[src/rtl/qbprog_pkg.sv]
package qbprog_pkg;

  typedef enum logic [2:0] {
    RES_OK    = 3'd0,
    RES_VPP   = 3'd1,
    RES_PROG  = 3'd2,
    RES_SUSP  = 3'd3,
    RES_TMO   = 3'd4,
    RES_ALIGN = 3'd5
  } res_e;

  typedef enum logic [2:0] {
    ST_IDLE,
    ST_CMD,
    ST_DATA,
    ST_PRD,
    ST_PWAIT,
    ST_ERR,
    ST_CLR
  } st_e;

  localparam logic [7:0] OP_PROG4 = 8'h30;
  localparam logic [7:0] OP_CLRSR = 8'h50;
  localparam int RDY_BIT = 7;
  localparam int VPP_BIT = 3;
  localparam int PGE_BIT = 4;

  // Priority decode of a ready status byte.
  function automatic res_e decode_status(input logic [7:0] sr, input logic susp);
    if (susp)              return RES_SUSP;
    else if (sr[VPP_BIT])  return RES_VPP;
    else if (sr[PGE_BIT])  return RES_PROG;
    else                   return RES_OK;
  endfunction

  function automatic logic locks(input res_e r);
    return (r == RES_VPP) || (r == RES_PROG) || (r == RES_TMO);
  endfunction

endpackage

[src/rtl/qbprog_poll_ctr.sv]
module qbprog_poll_ctr #(
  parameter int CW = 8
) (
  input  logic          clk,
  input  logic          rst_n,
  input  logic          clear,
  input  logic          inc,
  input  logic [CW-1:0] limit,
  output logic [CW-1:0] count,
  output logic          expired
);
  localparam logic [CW-1:0] CMAX = '1;

  function automatic logic [CW-1:0] eff_limit(input logic [CW-1:0] l);
    return (l == '0) ? CW'(1) : l;
  endfunction

  always_ff @(posedge clk) begin
    if (!rst_n)
      count <= '0;
    else if (clear)
      count <= '0;
    else if (inc && count != CMAX)
      count <= count + CW'(1);
  end

  assign expired = (count >= eff_limit(limit));
endmodule

[src/rtl/qbprog_status_dec.sv]
module qbprog_status_dec
  import qbprog_pkg::*;
(
  input  logic [7:0] sr,
  input  logic       susp,
  output logic       ready,
  output res_e       code
);
  assign ready = sr[RDY_BIT];
  assign code  = decode_status(sr, susp);
endmodule

[src/rtl/qbprog_fsm.sv]
module qbprog_fsm
  import qbprog_pkg::*;
#(
  parameter int LANES = 4,
  localparam int IW = $clog2(LANES)
) (
  input  logic          clk,
  input  logic          rst_n,
  input  logic          start,
  input  logic          start_ok,
  input  logic          clr_req,
  input  logic          suspend_req,
  input  logic          sr_ready,
  input  res_e          sr_code,
  input  logic          poll_expired,
  output st_e           state,
  output logic [IW-1:0] idx,
  output logic          susp_seen,
  output logic          take,
  output logic          cnt_clr,
  output logic          cnt_inc,
  output logic          done,
  output res_e          result
);
  localparam logic [IW-1:0] LAST = IW'(LANES - 1);

  assign take    = (state == ST_IDLE) && start && start_ok;
  assign cnt_clr = take;
  assign cnt_inc = (state == ST_PRD);

  always_ff @(posedge clk) begin
    if (!rst_n) begin
      state     <= ST_IDLE;
      idx       <= '0;
      susp_seen <= 1'b0;
      done      <= 1'b0;
      result    <= RES_OK;
    end else begin
      done <= 1'b0;
      unique case (state)
        ST_IDLE: begin
          if (start) begin
            if (start_ok) begin
              state     <= ST_CMD;
              susp_seen <= 1'b0;
            end else begin
              done   <= 1'b1;
              result <= RES_ALIGN;
            end
          end
        end
        ST_CMD: begin
          state <= ST_DATA;
          idx   <= '0;
        end
        ST_DATA: begin
          if (idx == LAST) state <= ST_PRD;
          else             idx   <= idx + IW'(1);
        end
        ST_PRD: begin
          if (suspend_req) susp_seen <= 1'b1;
          state <= ST_PWAIT;
        end
        ST_PWAIT: begin
          if (suspend_req) susp_seen <= 1'b1;
          if (sr_ready) begin
            done   <= 1'b1;
            result <= sr_code;
            state  <= locks(sr_code) ? ST_ERR : ST_IDLE;
          end else if (poll_expired) begin
            done   <= 1'b1;
            result <= RES_TMO;
            state  <= ST_ERR;
          end else begin
            state <= ST_PRD;
          end
        end
        ST_ERR: begin
          if (clr_req) state <= ST_CLR;
        end
        ST_CLR: state <= ST_IDLE;
        default: state <= ST_IDLE;
      endcase
    end
  end
endmodule

[src/rtl/qbprog_ctrl.sv]
module qbprog_ctrl
  import qbprog_pkg::*;
#(
  parameter int AW    = 22,
  parameter int DW    = 8,
  parameter int LANES = 4,
  parameter int CW    = 8,
  localparam int IW   = $clog2(LANES)
) (
  input  logic                clk,
  input  logic                rst_n,
  input  logic                start,
  input  logic [AW-1:0]       base_addr,
  input  logic [LANES*DW-1:0] prog_data,
  input  logic [CW-1:0]       poll_limit,
  input  logic                suspend_req,
  input  logic                clr_req,
  output logic                busy,
  output logic                done,
  output logic [2:0]          result,
  output logic                err_lock,
  output logic                bus_wr,
  output logic                bus_rd,
  output logic [AW-1:0]       bus_addr,
  output logic [DW-1:0]       bus_wdata,
  input  logic [DW-1:0]       bus_rdata
);
  st_e             state;
  logic [IW-1:0]   idx;
  logic            susp_seen, take, cnt_clr, cnt_inc, poll_expired;
  logic            sr_ready;
  res_e            sr_code, res_q;
  logic [CW-1:0]   poll_cnt;
  logic [AW-1:0]   base_q;
  logic [LANES*DW-1:0] data_q;
  logic [DW-1:0]   lane [LANES];

  // Named internal events for the checker.
  logic            cmd_fire, data_fire, poll_fire, clr_fire;
  logic [IW-1:0]   data_idx;

  wire start_ok = (base_addr[IW-1:0] == '0);

  qbprog_fsm #(.LANES(LANES)) u_fsm (
    .clk(clk), .rst_n(rst_n), .start(start), .start_ok(start_ok),
    .clr_req(clr_req), .suspend_req(suspend_req),
    .sr_ready(sr_ready), .sr_code(sr_code), .poll_expired(poll_expired),
    .state(state), .idx(idx), .susp_seen(susp_seen), .take(take),
    .cnt_clr(cnt_clr), .cnt_inc(cnt_inc), .done(done), .result(res_q)
  );

  qbprog_poll_ctr #(.CW(CW)) u_ctr (
    .clk(clk), .rst_n(rst_n), .clear(cnt_clr), .inc(cnt_inc),
    .limit(poll_limit), .count(poll_cnt), .expired(poll_expired)
  );

  qbprog_status_dec u_dec (
    .sr(bus_rdata), .susp(susp_seen | suspend_req),
    .ready(sr_ready), .code(sr_code)
  );

  always_ff @(posedge clk) begin
    if (!rst_n) begin
      base_q <= '0;
      data_q <= '0;
    end else if (take) begin
      base_q <= base_addr;
      data_q <= prog_data;
    end
  end

  for (genvar g = 0; g < LANES; g++) begin : g_lane
    assign lane[g] = data_q[g*DW +: DW];
  end

  assign cmd_fire  = (state == ST_CMD);
  assign data_fire = (state == ST_DATA);
  assign poll_fire = (state == ST_PRD);
  assign clr_fire  = (state == ST_CLR);
  assign data_idx  = idx;

  assign bus_wr   = cmd_fire | data_fire | clr_fire;
  assign bus_rd   = poll_fire;
  assign bus_addr = {base_q[AW-1:IW], data_fire ? idx : {IW{1'b0}}};

  always_comb begin
    bus_wdata = '0;
    if (cmd_fire)       bus_wdata = OP_PROG4;
    else if (clr_fire)  bus_wdata = OP_CLRSR;
    else if (data_fire) bus_wdata = lane[idx];
  end

  assign busy     = (state != ST_IDLE) && (state != ST_ERR);
  assign err_lock = (state == ST_ERR);
  assign result   = res_q;
endmodule

[config.mk]
export PLATFORM = sky130hd
export DESIGN_NAME = qbprog_ctrl
export DESIGN_NICKNAME = d
export VERILOG_FILES = /design/src/rtl/qbprog_pkg.sv /design/src/rtl/qbprog_poll_ctr.sv /design/src/rtl/qbprog_status_dec.sv /design/src/rtl/qbprog_fsm.sv /design/src/rtl/qbprog_ctrl.sv
export SDC_FILE = /design/constraint.sdc
export NUM_CORES = 1
export LEC_CHECK = 0
export ABC_AREA = 1
export BUFFER_PORTS_ARGS = -buffer_cell sky130_fd_sc_hd__buf_4
export CAP_MARGIN = 20
export CORE_ASPECT_RATIO = 0.7
export CORE_MARGIN = 2
export CORE_UTILIZATION = 45
export DETAILED_ROUTE_END_ITERATION = 7
export PLACE_DENSITY = 0.82
export SLEW_MARGIN = 20
export SYNTH_ARGS = -nofsm -noshare
export SYNTH_HDL_FRONTEND = slang
export SYNTH_SLANG_ARGS = --single-unit
[constraint.sdc]
create_clock -name clk -period 1.85 [get_ports clk]
set_input_delay 0.2775 -clock clk [delete_from_list [all_inputs] [get_ports clk]]
set_output_delay 0.2775 -clock clk [all_outputs]
set_load 0.005 [all_outputs]
==> results_dict.tcl, run 1 <==
set metrics [dict create \
    status "completed" \
    grt_start_max_net_pins 52 \
    final.setup_skew_ns 0.0136 \
    switching_share_pct 25.9 \
    fp-row-count 26 \
    power_mw 3.88 \
    insertion_delay_ns 0.34 \
    drcViolationCount 0 \
    p_seq_share_pct 43.3 \
    antenna_found_initial 0 \
    vias 3399 \
    syn_area_per_cell_sq_um 6.90 \
    synth_area_sq_mm 0.00332 \
    cts_made_buffers 9 \
    cp-start-kind "flip-flop" \
    cts_sinks 70 \
    cts_root_buf "clkbuf_8" \
    regArea_sq_mm 0.00141 \
    fmax_ghz 0.570 \
    grt_use_total_pct 22.3 \
    grt_setup_unrepaired "false" \
    synth_cell_types 29 \
    htree_levels 3 \
    final_cell_mix "nor2_1 (148), buf_4 (116), o21ai_0 (68)" \
    die_h_microns 75.8 \
    slowest_delay_ns 0.37 \
    yosysWarnings 0 \
    whs_path_depth 3 \
    arrival_ns 1.48 \
    start_util_pct 45.9 \
    rrSetupSlack_ns 0.21 \
    tightestPinTransition_ns 0.380 \
    drv_cap 0 \
    setup_viol 0 \
    period_share_pct 94.8 \
    min_path_type "input port to flip-flop" \
    synth-seq-area-share_pct 42.2 \
    peakVddDrop_mv 0.515 \
    slew_viol_final 0 \
    p_comb_share_pct 17.7 \
    drive_above_1_share_pct 25.9 \
    r2r-start "u_ctr.count[0]" \
    critPathRequiredTime_ns 1.57 \
    p_leak_nw 2.05 \
    min_period_ns 1.75 \
    hold_viol 0 \
    vias_per_cell 4.93 \
    portBuffers 107 \
    antenna_left 0 \
    place_ws_ns -0.0606 \
    nNetsFinal 671 \
    core_area_sq_mm 0.00722 \
    cts-hold-fix-buffers 0 \
    multi_input_area_sq_mm 0.00162 \
    synth-seq-cells 70 \
    drt-pass1-iter-count 5 \
    worstSetupPathType "flip-flop to primary output" \
    synth_nets 566 \
    p_per_area_mw_per_mm2 869 \
    area_growth_syn_to_layout_pct 34.5 \
    yosysTopAreaCell "dfxtp_1" \
    synth_top_area_share_pct 42.2 \
    die_w_microns 107 \
    slew_headroom_pct 74.7 \
    wirelength_mm 8.80 \
    crit_path_end_kind "primary output" \
    antenna_cells 0 \
    holdWs_ns 0.182 \
    crit_path_cell_trace "inv_2 > buf_4 > nor2_1 > o22ai_1 > nand2_1 > nand2_1 > buf_4" \
    p_switching_mw 1.00 \
    grt_pass1_wl_mm 14.2 \
    synth.area.top_cells "dfxtp_1 (42%), nor2_1 (17%), o21ai_0 (11%), nand2_1 (6.5%), a21oi_1 (3.9%)" \
    clk_transition_reported_paths_ns 0.07 \
    dp_hpwl_mm 6.48 \
    num-fill-cells 678 \
    r2r-end "u_fsm.result[1]" \
    synthCells 481 \
    first_global_vias 3116 \
    routedWlPerCell_microns 12.8 \
    holdPathEnd "data_q[11]" \
    cts_tree "yes" \
    place_congestion 0.867 \
    die-area_sq_mm 0.00808 \
    critical-path-slowest-cell "dfxtp_4" \
    finalWorstSetupSlack_ns 0.0959 \
    p_int_mw 2.87 \
    ctsLongestPathBuffers 2 \
    final_common_cell "nor2_1" \
    power_frac_clock_pct 39.0 \
    dr.first_iter.drc_count 156 \
    rr_worst_depth 11 \
    worstPathMaxFanout 12 \
    grt_overflow_total 0 \
    hold_start "prog_data[11]" \
    io_pins 113 \
]
stage by stage:
step / area [sq um] / setup TNS, ns / util, % / cells
detailed placement: 4170 / -0.100 / 57.7 / 671
global route: 4460 / 0 / 61.8 / 689
finish: 4460 / 0 / 61.8 / 689
CTS: 4420 / 0 / 61.3 / 687
floorplan: 3320 / 0 / - / 481
global placement: 4170 / 0 / 57.7 / 671
critical path: cells and delay by family, from the launching register on:
family | cells | cell delay, ns
compound gates | 1 | 0.16
buf+inv | 3 | 0.41
flops | 1 | 0.37
simple gates | 3 | 0.20
worst max path at each step:
stage | endpoint | slack [ns] | start | cells past startpoint
2_1_floorplan | u_fsm.result[0] | 0.27 | poll_limit[4] | 14
3_3_place_gp | u_fsm.result[0] | 0.02 | poll_limit[4] | 15
3_5_place_dp | u_fsm.result[1] | -0.06 | poll_limit[3] | 15
4_1_cts | bus_wdata[1] | 0.01 | u_fsm.state[2] | 5
5_1_grt | u_fsm.result[1] | 0.002 | u_ctr.count[0] | 11
6_report | bus_wdata[4] | 0.1 | u_fsm.idx[0] | 7
final cells by class:
class	instances	share of cell area, %
Clock inverter	6	2.44
Multi-Input combinational cell	347	36.3
Clock buffer	10	3.08
Tap cell	98	2.75
Timing Repair Buffer	118	20.3
Inverter	40	3.48
Sequential cell	70	31.6
registers in the layout, indices dropped and copies added (netlist names):
register and cells:
u_fsm.result 3, u_ctr.count 8, u_fsm.state 3, u_fsm.done 1, u_fsm.idx 2, data_q 32
u_fsm.susp_seen 1, base_q 20
cell families after synthesis:
logic type / after synthesis / synth area share, %
and+or+nand+nor: 232 / 28.1
AOI/OAI and AO/OA: 102 / 15.8
DFF: 70 / 42.2
buffers and inverters: 64 / 9.28
adders and majority gates: 10 / 3.77
xor gates and xnor gates: 3 / 0.792
routing by layer:
layer	vias to the layer above	share of wire (%)	global-route usage (%)
li1	1751	-	-
met1	1524	45	28.3
met2	111	46	36.2
met3	13	7.0	8.30
met4	0	1.4	6.78
met5	-	0	0
Yosys cell counts:
cell,n
buf_2,8
nor2_4,1
nand2_2,2
clkinv_1,1
inv_1,34
nand3_2,1
nor3_2,1
ha_1,10
a21oi_1,26
nor4_1,1
inv_6,1
xor2_1,2
inv_2,4
xnor2_1,1
nand3_1,13
nand3b_1,1
buf_6,7
o21ai_0,71
a211oi_1,2
nand4_1,2
nor3b_1,1
nand2_1,57
dfxtp_1,70
a31o_2,1
clkbuf_1,9
nor3_1,4
nor2_1,148
o22ai_1,1
a311oi_1,1
what timing repair did:
item / 4_1_cts / 5_1_grt
endpoints found under the hold margin: 0 / 0
setup endpoints to repair: 8 / 7
pin swaps: 0 / 1
setup buffers: 0 / 2
gates resized for setup: 6 / 9
power groups by stage:
stage                     registers (mW)  logic, mW  clock network (mW)
after floorplan                     1.69      0.393                   0
after global placement              1.71      0.633                   0
after detailed placement            1.71      0.653                   0
after CTS                           1.68      0.660                1.54
after global routing                1.69      0.780                1.60
final                               1.68      0.688                1.51
No activity file was read; power rests on OpenSTA's default activity.
==> run 2: changes to the inputs <==
Clock period 1.85 ns to 2.2 ns, I/O delays scaled along.
==> run 2 against run 1 <==
  * Clock-buffer cell count decreased by 1
  * Combinational power decreased by 21%
  * Global-route usage decreased by 1.3 points
  * Clock skew decreased by 0.0039 ns
  * Sequential power decreased by 16%
  * Sequential cell count unchanged
  * Setup slack improved by 0.066 ns
  * Die area unchanged
  * Design area decreased by 1.4%
  * Clock power decreased by 9%
  * Final cell count decreased by 0.87%
  * Via count decreased by 1.0%
  * Highest routed layer unchanged
==> results_dict.tcl, run 2 (same netlist as run 1, synthesis figures left out) <==
set metrics [dict create \
    setup.worst_path.end "bus_wdata[5]" \
    reg_top3 "data_q: 32 flops, base_q: 20 flops, u_ctr.count: 8 flops" \
    grt_use_total_pct 21.0 \
    period_share_pct 92.6 \
    cts_root_buf "clkbuf_8" \
    core_area_sq_mm 0.00722 \
    p_per_area_mw_per_mm2 757 \
    worstSetupPathType "flip-flop to primary output" \
    startpoint "u_fsm.state[0]" \
    io_pins 113 \
    area_growth_syn_to_layout_pct 32.6 \
    vias_per_cell 4.93 \
    cts_sinks 70 \
    vias 3365 \
    grt_setup_unrepaired "false" \
    cts_made_buffers 9 \
    final.setup_skew_ns 0.00965 \
    slew_viol_final 0 \
    die_h_microns 75.8 \
    post-cts-setup-buffers 0 \
    r2r-end "data_q[11]" \
    dp_cells 667 \
    crit_path_end_kind "primary output" \
    grt_overflow_total 0 \
    insertion_delay_ns 0.35 \
    portBuffers 107 \
    cts_tree "yes" \
    r2r-start "u_fsm.state[0]" \
    status "completed" \
    regMostFlops "data_q" \
    ctsLongestPathBuffers 2 \
    setup_viol 0 \
    p_leak_nw 2.02 \
    critical-path-slowest-cell "dfxtp_1" \
    multi_input_area_sq_mm 0.00161 \
    start_util_pct 45.9 \
    antenna_found_initial 0 \
    drv_cap 0 \
    final_cell_mix "nor2_1 (148), buf_4 (112), o21ai_0 (71)" \
    largest_reg_flops 32 \
    dr.first_iter.drc_count 174 \
    antenna_cells 0 \
    htree_levels 3 \
    crit_path_cell_trace "inv_1 > nand3_1 > inv_1 > nand3_1 > nand2_1 > buf_4" \
    routedWlPerCell_microns 12.6 \
    num-fill-cells 701 \
    worstPathMaxFanout 8 \
    utilization_pct 60.9 \
    min_path_type "input port to flip-flop" \
    drcViolationCount 0 \
    regArea_sq_mm 0.00140 \
    wirelength_mm 8.60 \
    fp-row-count 26 \
    critPathRequiredTime_ns 1.87 \
    grt_start_max_net_pins 52 \
    rr_worst_depth 7 \
    final_common_cell "nor2_1" \
    clk_transition_reported_paths_ns 0.07 \
    nNetsFinal 665 \
    slew_headroom_pct 68.2 \
    power_mw 3.33 \
    dp_hpwl_mm 6.19 \
    rrSetupSlack_ns 0.42 \
    arrival_ns 1.71 \
    drt-pass1-iter-count 4 \
    place_congestion 0.912 \
    tightestPinTransition_ns 0.477 \
    cp-start-kind "flip-flop" \
    antenna_left 0 \
    first_global_vias 3008 \
    layout.cells.non_filler 683 \
    tns_ns 0 \
    slowest_delay_ns 0.50 \
    drive_above_1_share_pct 23.9 \
    fmax_ghz 0.491 \
    die_w_microns 107 \
    peakVddDrop_mv 0.415 \
    min_period_ns 2.04 \
    grt_pass1_wl_mm 13.4 \
    hold_viol 0 \
    die-area_sq_mm 0.00808 \
]
## run 2: cell types whose count changed in the layout (fill, tap and decap cells not counted), sizes merged
cell    before  now
buf        118  112
bufinv       3    4
clkbuf      10    9
## run 2: critical path: cells and delay by family, from the launching register on
family                 cells  cell delay [ns]
DFF                        1             0.50
and+or+nand+nor            3             0.46
buffers and inverters      3             0.40
## run 2: final cells by class
cell class	count	share of cell area (%)
repair buffers	112	19.1
inverters	40	3.53
multi-input cells	347	36.5
well taps	98	2.79
clock inverters	7	3.33
clock buffers	9	2.82
flip-flops and latches	70	31.9
## run 2: metrics by stage
| stage | setup slack, ns | cell area, sq um | hold WS [ns] |
|---|---|---|---|
| finish | 0.162 | 4400 | 0.235 |
| global route | 0.0578 | 4400 | 0.219 |
| CTS | 0.0301 | 4400 | 0.219 |
| detailed placement | 0.208 | 4130 | 0.455 |
| global placement | 0.275 | 4130 | 0.440 |
| floorplan | 0.565 | 3320 | 0.425 |
## run 2: timing repair
action                                  in CTS  in global routing
endpoints found under the setup margin       0                  1
resized for setup                            0                  1
hold buffers                                 0                  0
## run 2: power by group
group,internal (mW),switching [mW]
combinational,0.256,0.286
sequential,1.35,0.0557
clock,0.873,0.505
total,2.48,0.847
## run 2: worst min-delay path by stage
stage	from	to	slack (ns)	cells past startpoint
finish	base_addr[11]	base_q[11]	0.23	3
CTS	base_addr[18]	base_q[18]	0.22	3
floorplan	data_q[21]	data_q[21]	0.42	2
detailed placement	u_fsm.result[0]	u_fsm.result[0]	0.46	2
global route	base_addr[18]	base_q[18]	0.22	3
global placement	u_fsm.result[2]	u_fsm.result[2]	0.44	2
## run 2: per-layer routing
layer  up-vias  share of wire, %  wire length, microns  GRT usage (%)
met1      1510                45                  3880           25.4
met2       107                45                  3870           34.5
li1       1737                 -                     -              -
met3        11               8.4                   725           7.96
met4         0               1.4                   119           8.66
met5         -                 0                     0              0
